### src/rtl/idec_pkg.sv
// Shared constants and types for the instruction word decoder.
// Assumes a 16-bit word with fixed field positions; all widths derive from here.
package idec_pkg;

    localparam int WORD_W  = 16;
    localparam int OPC_W   = 4;
    localparam int REG_W   = 3;
    localparam int FLD_W   = 3;
    localparam int IMM_W   = 2 * FLD_W;
    localparam int LEN_W   = 5;

    localparam logic [OPC_W-1:0] OP_SPECIAL = 4'hF;
    localparam logic [OPC_W-1:0] OP_LOAD    = 4'h9;
    localparam logic [OPC_W-1:0] OP_STORE   = 4'hD;
    localparam logic [REG_W-1:0] PC_REG     = 3'd7;
    localparam logic [FLD_W-1:0] SEC_STACK  = 3'd2;
    localparam logic [LEN_W-1:0] MAC_FULL   = 5'd16;

    typedef enum logic [2:0] {
        CLS_NONE  = 3'd0,
        CLS_ALU   = 3'd1,
        CLS_JUMP  = 3'd2,
        CLS_MUL   = 3'd3,
        CLS_MAC   = 3'd4,
        CLS_XFER  = 3'd5,
        CLS_INTC  = 3'd6,
        CLS_STACK = 3'd7
    } iclass_e;

    typedef enum logic [3:0] {
        AM_NONE  = 4'd0,
        AM_BPREL = 4'd1,
        AM_IMM6  = 4'd2,
        AM_IND   = 4'd3,
        AM_REG   = 4'd4,
        AM_IMM16 = 4'd5,
        AM_LDA16 = 4'd6,
        AM_STA16 = 4'd7,
        AM_ASR   = 4'd8,
        AM_LSL   = 4'd9,
        AM_LSR   = 4'd10,
        AM_ROL   = 4'd11,
        AM_ROR   = 4'd12,
        AM_ABS6  = 4'd13
    } amode_e;

    typedef enum logic [3:0] {
        IC_NONE     = 4'd0,
        IC_SETEN    = 4'd1,
        IC_CMOV_ON  = 4'd2,
        IC_CMOV_OFF = 4'd3,
        IC_NRM_OFF  = 4'd4,
        IC_NRM_ON   = 4'd5,
        IC_FST_OFF  = 4'd6,
        IC_FST_ON   = 4'd7,
        IC_BREAK    = 4'd8
    } intc_e;

    // Class-specific decode results; the raw register fields travel separately.
    typedef struct packed {
        iclass_e          cls;
        logic             illegal;
        logic             two_word;
        logic [OPC_W-1:0] alu_op;
        amode_e           amode;
        logic [2:0]       shamt;
        logic             ind_ds;
        logic [1:0]       ind_upd;
        logic [OPC_W-1:0] jcond;
        logic             jback;
        logic             mul_signed;
        logic [LEN_W-1:0] mac_len;
        logic             is_goto;
        intc_e            intc;
        logic [1:0]       int_en;
        logic             push;
        logic [FLD_W-1:0] stk_cnt;
    } dec_t;

    // Registers that can never feed the multiplier.
    function automatic logic reg_bad_mul(input logic [REG_W-1:0] r);
        return (r == 3'd0) || (r == 3'd6) || (r == PC_REG);
    endfunction

    // Registers reserved for the accumulation result in MAC.
    function automatic logic reg_bad_mac(input logic [REG_W-1:0] r);
        return (r == 3'd3) || (r == 3'd4);
    endfunction

    // Primary opcodes that name an ALU operation.
    function automatic logic alu_code_ok(input logic [OPC_W-1:0] op);
        return !((op == 4'h5) || (op == 4'h7) || (op == 4'hE) || (op == OP_SPECIAL));
    endfunction

endpackage

### src/rtl/idec_gen.sv
// Decodes words outside the special group: jumps, ALU forms, stack transfers.
// Assumes the caller selects this result only when the primary opcode is not 0xF.
module idec_gen
    import idec_pkg::*;
(
    input  logic [OPC_W-1:0] op_i,
    input  logic [REG_W-1:0] ra_i,
    input  logic [FLD_W-1:0] sec_i,
    input  logic [FLD_W-1:0] par_i,
    output dec_t             dec_o
);

    logic ill;
    logic [2:0] shamt;

    assign shamt = {1'b0, par_i[1:0]} + 3'd1;

    // Jump takes precedence, then unused opcodes, then stack, then ALU modes.
    always_comb begin
        dec_o = '0;
        ill   = 1'b0;
        if (ra_i == PC_REG) begin
            dec_o.cls   = CLS_JUMP;
            dec_o.jcond = op_i;
            dec_o.jback = sec_i[0];
            ill         = |sec_i[2:1];
        end else if (!alu_code_ok(op_i)) begin
            ill = 1'b1;
        end else if (sec_i == SEC_STACK) begin
            if (op_i == OP_LOAD || op_i == OP_STORE) begin
                dec_o.cls     = CLS_STACK;
                dec_o.push    = (op_i == OP_STORE);
                dec_o.stk_cnt = par_i;
            end else begin
                ill = 1'b1;
            end
        end else begin
            dec_o.cls    = CLS_ALU;
            dec_o.alu_op = op_i;
            case (sec_i)
                3'd0: dec_o.amode = AM_BPREL;
                3'd1: dec_o.amode = AM_IMM6;
                3'd3: begin
                    dec_o.amode   = AM_IND;
                    dec_o.ind_ds  = par_i[2];
                    dec_o.ind_upd = par_i[1:0];
                end
                3'd4: begin
                    case (par_i)
                        3'd0: dec_o.amode = AM_REG;
                        3'd1: dec_o.amode = AM_IMM16;
                        3'd2: dec_o.amode = AM_LDA16;
                        3'd3: dec_o.amode = AM_STA16;
                        default: begin
                            dec_o.amode = AM_ASR;
                            dec_o.shamt = shamt;
                        end
                    endcase
                    dec_o.two_word = (par_i != 3'd0) && !par_i[2];
                end
                3'd5: begin
                    dec_o.amode = par_i[2] ? AM_LSR : AM_LSL;
                    dec_o.shamt = shamt;
                end
                3'd6: begin
                    dec_o.amode = par_i[2] ? AM_ROR : AM_ROL;
                    dec_o.shamt = shamt;
                end
                default: dec_o.amode = AM_ABS6;
            endcase
        end
        if (ill) begin
            dec_o         = '0;
            dec_o.illegal = 1'b1;
        end
    end

endmodule

### src/rtl/idec_spec.sv
// Decodes the special group: multiply, MAC, call/goto, interrupt control.
// Assumes the caller selects this result only when the primary opcode is 0xF.
module idec_spec
    import idec_pkg::*;
(
    input  logic [REG_W-1:0] ra_i,
    input  logic [FLD_W-1:0] sec_i,
    input  logic [FLD_W-1:0] par_i,
    input  logic [REG_W-1:0] rb_i,
    output dec_t             dec_o
);

    logic             ill;
    logic             bad_mul;
    logic             bad_mac;
    logic [IMM_W-1:0] imm;
    logic [LEN_W-1:0] len;

    assign imm     = {par_i, rb_i};
    assign bad_mul = reg_bad_mul(ra_i) || reg_bad_mul(rb_i);
    assign bad_mac = bad_mul || reg_bad_mac(ra_i) || reg_bad_mac(rb_i);
    assign len     = {1'b0, sec_i[0], par_i};

    // Secondary opcode picks the sub-class; operand limits make a word illegal.
    always_comb begin
        dec_o = '0;
        ill   = 1'b0;
        case (sec_i)
            3'd0, 3'd4: begin
                if (par_i == 3'd1 && !bad_mul) begin
                    dec_o.cls        = CLS_MUL;
                    dec_o.mul_signed = sec_i[2];
                end else begin
                    ill = 1'b1;
                end
            end
            3'd1: begin
                dec_o.cls      = CLS_XFER;
                dec_o.two_word = 1'b1;
            end
            3'd5: begin
                dec_o.cls = CLS_INTC;
                case (imm)
                    6'h00, 6'h01, 6'h02, 6'h03: begin
                        dec_o.intc   = IC_SETEN;
                        dec_o.int_en = imm[1:0];
                    end
                    6'h04:   dec_o.intc = IC_CMOV_ON;
                    6'h05:   dec_o.intc = IC_CMOV_OFF;
                    6'h08:   dec_o.intc = IC_NRM_OFF;
                    6'h09:   dec_o.intc = IC_NRM_ON;
                    6'h0C:   dec_o.intc = IC_FST_OFF;
                    6'h0E:   dec_o.intc = IC_FST_ON;
                    6'h20:   dec_o.intc = IC_BREAK;
                    default: ill = 1'b1;
                endcase
            end
            default: begin
                if (sec_i == 3'd2 && ra_i == PC_REG) begin
                    dec_o.cls      = CLS_XFER;
                    dec_o.two_word = 1'b1;
                    dec_o.is_goto  = 1'b1;
                end else if (!bad_mac) begin
                    dec_o.cls        = CLS_MAC;
                    dec_o.mul_signed = sec_i[2];
                    dec_o.mac_len    = (len == '0) ? MAC_FULL : len;
                end else begin
                    ill = 1'b1;
                end
            end
        endcase
        if (ill) begin
            dec_o         = '0;
            dec_o.illegal = 1'b1;
        end
    end

endmodule

### src/rtl/idec_word.sv
// Top of the instruction word decoder: splits the word, runs both group
// decoders in parallel, selects by primary opcode and registers the result.
// Assumes instr_i is stable at each rising edge; reset is synchronous, active low.
module idec_word
    import idec_pkg::*;
(
    input  logic              clk,
    input  logic              rst_n,
    input  logic [WORD_W-1:0] instr_i,
    output logic [2:0]        cls_o,
    output logic              illegal_o,
    output logic              two_word_o,
    output logic [OPC_W-1:0]  alu_op_o,
    output logic [3:0]        amode_o,
    output logic [2:0]        shamt_o,
    output logic              ind_ds_o,
    output logic [1:0]        ind_upd_o,
    output logic [REG_W-1:0]  ra_o,
    output logic [REG_W-1:0]  rb_o,
    output logic [IMM_W-1:0]  imm6_o,
    output logic [OPC_W-1:0]  jcond_o,
    output logic              jback_o,
    output logic              mul_signed_o,
    output logic [LEN_W-1:0]  mac_len_o,
    output logic              goto_o,
    output logic [3:0]        intc_o,
    output logic [1:0]        int_en_o,
    output logic              push_o,
    output logic [FLD_W-1:0]  stk_cnt_o
);

    localparam int RA_LSB  = WORD_W - OPC_W - REG_W;
    localparam int SEC_LSB = RA_LSB - FLD_W;
    localparam int PAR_LSB = SEC_LSB - FLD_W;

    logic [OPC_W-1:0] op;
    logic [REG_W-1:0] ra;
    logic [FLD_W-1:0] sec;
    logic [FLD_W-1:0] par;
    logic [REG_W-1:0] rb;
    dec_t             dec_gen;
    dec_t             dec_spc;
    dec_t             dec_nxt;
    dec_t             dec_q;
    logic [REG_W-1:0] ra_q;
    logic [REG_W-1:0] rb_q;
    logic [IMM_W-1:0] imm_q;

    assign op  = instr_i[WORD_W-1 -: OPC_W];
    assign ra  = instr_i[RA_LSB +: REG_W];
    assign sec = instr_i[SEC_LSB +: FLD_W];
    assign par = instr_i[PAR_LSB +: FLD_W];
    assign rb  = instr_i[REG_W-1:0];

    idec_gen u_gen (
        .op_i  (op),
        .ra_i  (ra),
        .sec_i (sec),
        .par_i (par),
        .dec_o (dec_gen)
    );

    idec_spec u_spec (
        .ra_i  (ra),
        .sec_i (sec),
        .par_i (par),
        .rb_i  (rb),
        .dec_o (dec_spc)
    );

    // The special opcode overrides every other interpretation of the word.
    assign dec_nxt = (op == OP_SPECIAL) ? dec_spc : dec_gen;

    // Output stage: capture the selected decode and the raw fields.
    always_ff @(posedge clk) begin
        if (!rst_n) begin
            dec_q <= '0;
            ra_q  <= '0;
            rb_q  <= '0;
            imm_q <= '0;
        end else begin
            dec_q <= dec_nxt;
            ra_q  <= ra;
            rb_q  <= rb;
            imm_q <= {par, rb};
        end
    end

    assign cls_o        = dec_q.cls;
    assign illegal_o    = dec_q.illegal;
    assign two_word_o   = dec_q.two_word;
    assign alu_op_o     = dec_q.alu_op;
    assign amode_o      = dec_q.amode;
    assign shamt_o      = dec_q.shamt;
    assign ind_ds_o     = dec_q.ind_ds;
    assign ind_upd_o    = dec_q.ind_upd;
    assign ra_o         = ra_q;
    assign rb_o         = rb_q;
    assign imm6_o       = imm_q;
    assign jcond_o      = dec_q.jcond;
    assign jback_o      = dec_q.jback;
    assign mul_signed_o = dec_q.mul_signed;
    assign mac_len_o    = dec_q.mac_len;
    assign goto_o       = dec_q.is_goto;
    assign intc_o       = dec_q.intc;
    assign int_en_o     = dec_q.int_en;
    assign push_o       = dec_q.push;
    assign stk_cnt_o    = dec_q.stk_cnt;

endmodule

### config.mk
export PLATFORM = sky130hd
export DESIGN_NAME = idec_word
export DESIGN_NICKNAME = d
export VERILOG_FILES = /design/src/rtl/idec_pkg.sv /design/src/rtl/idec_gen.sv /design/src/rtl/idec_spec.sv /design/src/rtl/idec_word.sv
export SDC_FILE = /design/constraint.sdc
export NUM_CORES = 1
export LEC_CHECK = 0
export ABC_AREA = 1
export BUFFER_PORTS_ARGS = -buffer_cell sky130_fd_sc_hd__buf_2
export CORE_ASPECT_RATIO = 1.2
export CORE_MARGIN = 8
export CORE_UTILIZATION = 48
export CTS_CLUSTER_SIZE = 16
export DETAILED_ROUTE_END_ITERATION = 10
export PLACE_DENSITY = 0.72
export SLEW_MARGIN = 20
export SYNTH_ARGS = -nofsm -noshare
export SYNTH_HDL_FRONTEND = slang
export SYNTH_HIERARCHICAL = 1
export SYNTH_SLANG_ARGS = --single-unit
### constraint.sdc
create_clock -name clk -period 1.4 [get_ports clk]
set_input_delay 0.42 -clock clk [delete_from_list [all_inputs] [get_ports clk]]
set_output_delay 0.42 -clock clk [all_outputs]
set_load 0.03 [all_outputs]
# Word level (Yosys, flattened, before mapping)
# Cells that the tools add are included.
dict set report classes {
  mux 47
  eq_ne 33
  n_addsub 1
  reduce_logical 34
}
# op count
set ops {}
lappend ops {{$mux 41} 3}
lappend ops {{$mux 15} 3}
lappend ops {{$pmux 4 s8} 1}
lappend ops {{$eq 3x3->1 const B} 9}
lappend ops {{$mux 3} 9}
lappend ops {{$eq 6x4->1 const B} 4}
lappend ops {{$mux 6} 4}
lappend ops {{$pmux 4 s6} 1}
lappend ops {{$eq 3x2->1 const B} 6}
lappend ops {{$eq 4x4->1 const B} 4}
lappend ops {{$mux 4} 4}
lappend ops {{$pmux 4 s4} 1}
lappend ops {{$logic_or 1x1->1} 13}
lappend ops {{$eq 6x2->1 const B} 2}
lappend ops {{$eq 6x3->1 const B} 2}
lappend ops {{$logic_not 3->1} 4}
lappend ops {{$reduce_or 4->1} 3}
lappend ops {{$mux 1} 11}
lappend ops {{$reduce_or 11->1} 1}
lappend ops {{$mux 5} 2}
lappend ops {{$pmux 3 s3} 1}
lappend ops {{$eq 4x3->1 const B} 2}
lappend ops {{$reduce_or 2->1} 4}
lappend ops {{$eq 3x1->1 const B} 2}
lappend ops {{13 further kinds} 19}
dict set report word_totals {
  output_inout_bits 53
  wordCells 135
  reg_bits 53
  inputBits 18
}

# Logic depth before layout (Yosys ltp)
dict set report logic_depth {
  depth_word 11
  mapped_depth 12
  mapped_depth_nobuf 12
}

# By module
# The synthesis kept the hierarchy.
# mod area_per_inst_um2 cells_each instances
set modules_own_cells {}
lappend modules_own_cells {idec_word 1971.9 293 1}
lappend modules_own_cells {idec_spec 604.3 109 1}
lappend modules_own_cells {idec_gen 594.3 109 1}

# Worst setup path before layout
# OpenSTA, ideal clock, no wires.
dict set report synth_path {
  path_kind {input to register}
  start {input instr_i[4]}
  end {register dec_q (netlist bit illegal_o)}
  stages 11
  slack_ns -0.019
  path_buffers 1
  arrival_time_ns 1.306
  path_cell_list {inv_1 -> nand2_1 -> nor2_4 -> o21ai_1 -> nand4_1 -> nand3_2 -> buf_4 -> inv_1 -> nand2_1 -> nand2_1 -> nor2_1}
}
# item line
set synth_rtl {}
lappend synth_rtl {{start: declaration} idec_word.sv:9} ;# input logic [WORD_W-1:0] instr_i,
lappend synth_rtl {{end signal: assignment} idec_word.sv:82} ;# dec_q <= dec_nxt;
lappend synth_rtl {{end: declaration} idec_word.sv:44} ;# dec_t dec_q;

==> results.py <==
metrics = {
    "timing": {
        "fin_tns_setup_ns": 0,
        "min_period_ns": 1.31,
        "setup_ws_ns": 0.0929,
        "slew_violations": 0,
        "hold_ws_ns": 0.342,
        "hold_viol": 0,
        "setup_viol": 0,
        "period_share": 0.934,
        "fmax_ghz": 0.765,
    },
    "yosys": {
        "synth.distinct_cells": 30,
        "yosys.area.top_type": "dfxtp_1",
        "ys_seq_area_frac": 0.316,
        "synth-seq-cells": 50,
        "syn_area_sq_um": 3170,
        "avgSynthCellArea_sq_um": 6.20,
        "synthCells": 511,
        "ys_warn_count": 6,
        "synth_top_area_frac": 0.316,
        "synthTopCellsByArea": "dfxtp_1 32%, nand2_1 14%, nor2_1 14%",
    },
    "detailed_routing": {
        "routed_wl_um": 7600,
        "post_drt_wl_per_cell_um": 10.7,
        "drtPass1Iterations": 4,
        "drc": 0,
        "ant_nets": 0,
        "vias": 3135,
        "vias_per_cell": 4.43,
        "initialDrtViolationCount": 105,
    },
    "setup_path": {
        "criticalPathCategory": "input port to register",
        "cp_slowest_stage_delay_ns": 0.23,
        "arrival_ns": 1.56,
        "cp.required_ns": 1.66,
        "cp_max_fo": 6,
        "crit_chain": "buf_2 > nor2_2 > nor2_1 > nor2_2 > nor2_4 > nand3_4 > a21oi_1 > inv_1 > nand2_1 > nand2_1 > nor2_1",
        "path_delay_family": "simple AND/OR/NAND/NOR gates",
        "end_kind": "register",
        "cp-start-kind": "input port",
        "crit_slowest_cell": "a21oi_1",
        "crit_cells": 11,
        "crit_buf_inv": 2,
    },
    "placed_design": {
        "dp_hpwl_um": 5980,
        "port_buffers": 70,
        "placed_area_sq_um": 3820,
        "post-place-cells": 699,
        "place.gp.congestion": 0.838,
        "dp_slack_ns": -0.274,
    },
    "power_and_ir_drop": {
        "pwr-share-clk": 0.312,
        "p_leak_nw": 2.20,
        "powerDensity_nw_per_um2": 859,
        "vdd_ir_drop_max_uv": 544,
        "p_int_mw": 2.35,
        "p_seq_frac": 0.440,
        "power_switching_mw": 1.08,
        "power.share.switching": 0.316,
        "finalPower_mw": 3.43,
        "power_frac_comb": 0.249,
    },
    "global_route": {
        "antenna_found_initial": 0,
        "gr-total-overflow": 0,
        "grt_max_degree": 51,
        "grt_first_pass_wirelength_um": 13100,
        "grt_pass1_vias": 3043,
        "grt_usage": 0.163,
    },
    "flow_run": {
        "maxCapViolCount": 0,
    },
    "cts": {
        "ctsHoldBuffers": 0,
        "clockBufferDepth": 2,
        "clk_pin_slew_ns": 0.10,
        "cts_tree": "yes",
        "htree_levels": 2,
        "root_buffer": "clkbuf_8",
        "cts_sinks": 50,
        "cts-buffers-inserted": 5,
    },
    "finish": {
        "diodes": 0,
        "final_cell_count_no_fill": 708,
        "syn2layout_area_growth_pct": 26.1,
        "nets": 643,
        "final_cell_area_sq_um": 4000,
        "drive_above_1_share": 0.266,
        "n_fill_cell": 655,
        "final_core_util": 0.624,
    },
    "outcome": {
        "status": "complete, no violations",
    },
    "die": {
        "start_util": 0.495,
        "placementRows": 32,
        "die_w_um": 90.2,
        "die_y_um": 105,
        "core-area_sq_um": 6410,
        "die_area_sq_um": 9470,
        "io_pins": 71,
    },
    "hold_path": {
        "min_path_cells": 3,
        "hp-class": "input port to register",
    },
}
-- state kept, by name, summed over array words and instances (netlist names), 3 cells and up --
signal	flops
alu_op_o	4
amode_o	4
cls_o	3
imm6_o	4
intc_o	4
jcond_o	4
mac_len_o	5
ra_o	3
shamt_o	3
stk_cnt_o	3
-- power by group through the flow --
stage | Clock (mW) | Sequential (mW) | Combinational (mW)
CTS | 1.12 | 1.51 | 0.835
global placement | 0 | 1.54 | 0.825
detailed placement | 0 | 1.54 | 0.832
finish | 1.07 | 1.51 | 0.854
global route | 1.17 | 1.52 | 0.947
floorplan | 0 | 1.69 | 0.450
-- synthesized netlist by cell type (all sizes together) --
master	n
nor2	123
nor3b	1
xor2	1
buf	56
nor4	1
a31oi	4
nand3	23
inv	89
clkbuf	1
a21oi	7
a22oi	1
nand2	125
o21ai	3
ha	3
conb	2
nand4	15
nor3	5
dfxtp	50
o211ai	1
-- cell type report --
| type | count | area [sq um] | share of cell area |
|---|---|---|---|
| timing repair buffer | 127 | 840 | 0.210 |
| clock inverter | 3 | 47.5 | 0.0119 |
| sequential | 50 | 1000 | 0.250 |
| tap | 85 | 106 | 0.0266 |
| inverter | 89 | 334 | 0.0836 |
| multi-input combinational | 349 | 1600 | 0.400 |
| clock buffer | 5 | 68.8 | 0.0172 |
-- cells in the final DEF, fill, tap and decap left out, types with 2 or more instances in the layout --
cell,count
nor3_2,2
a31oi_1,4
nand2_1,120
o21ai_0,2
ha_1,3
inv_2,5
buf_2,67
nand3_2,5
buf_12,4
nand2_2,5
nor2_1,113
clkbuf_8,5
nor2_4,4
nor2_2,5
conb_1,36
a21oi_1,7
nand3_1,16
inv_6,2
dfxtp_1,50
buf_4,54
nand4_1,15
inv_1,84
nor3_1,3
nand3_4,2
-- worst paths after layout --
kind	start	to	slack [ns]
worst min-delay path	instr_i[1]	rb_o[1]$_SDFF_PN0_	0.34
worst max-delay path	instr_i[0]	mul_signed_o$_SDFF_PN0_	0.09
-- cell families (layout without fill, tap and decap cells) --
logic type               after synthesis  count (layout)  synth area share
AND/OR/NAND/NOR                      293             293             0.404
buffers and inverters                146             224             0.235
flip-flops                            50              50             0.316
AO/OA/AOI/OAI                         16              16            0.0284
adder cells (fa/ha/maj)                3               3            0.0118
other                                  2              36           0.00237
XOR/XNOR                               1               1           0.00276
-- per-layer routing --
metal | vias up | GRT usage | part of all wire
met1 | 1395 | 0.160 | 0.41
li1 | 1669 | - | -
met4 | 0 | 0.0656 | 0.024
met2 | 59 | 0.317 | 0.52
met5 | - | 0 | 0
met3 | 12 | 0.0401 | 0.046
-- what timing repair did --
item	4_1_cts	5_1_grt
resized for setup	0	14
buffers inserted	0	1
setup endpoints to repair	0	3
Note: power is estimated with default switching activity, not from simulation.
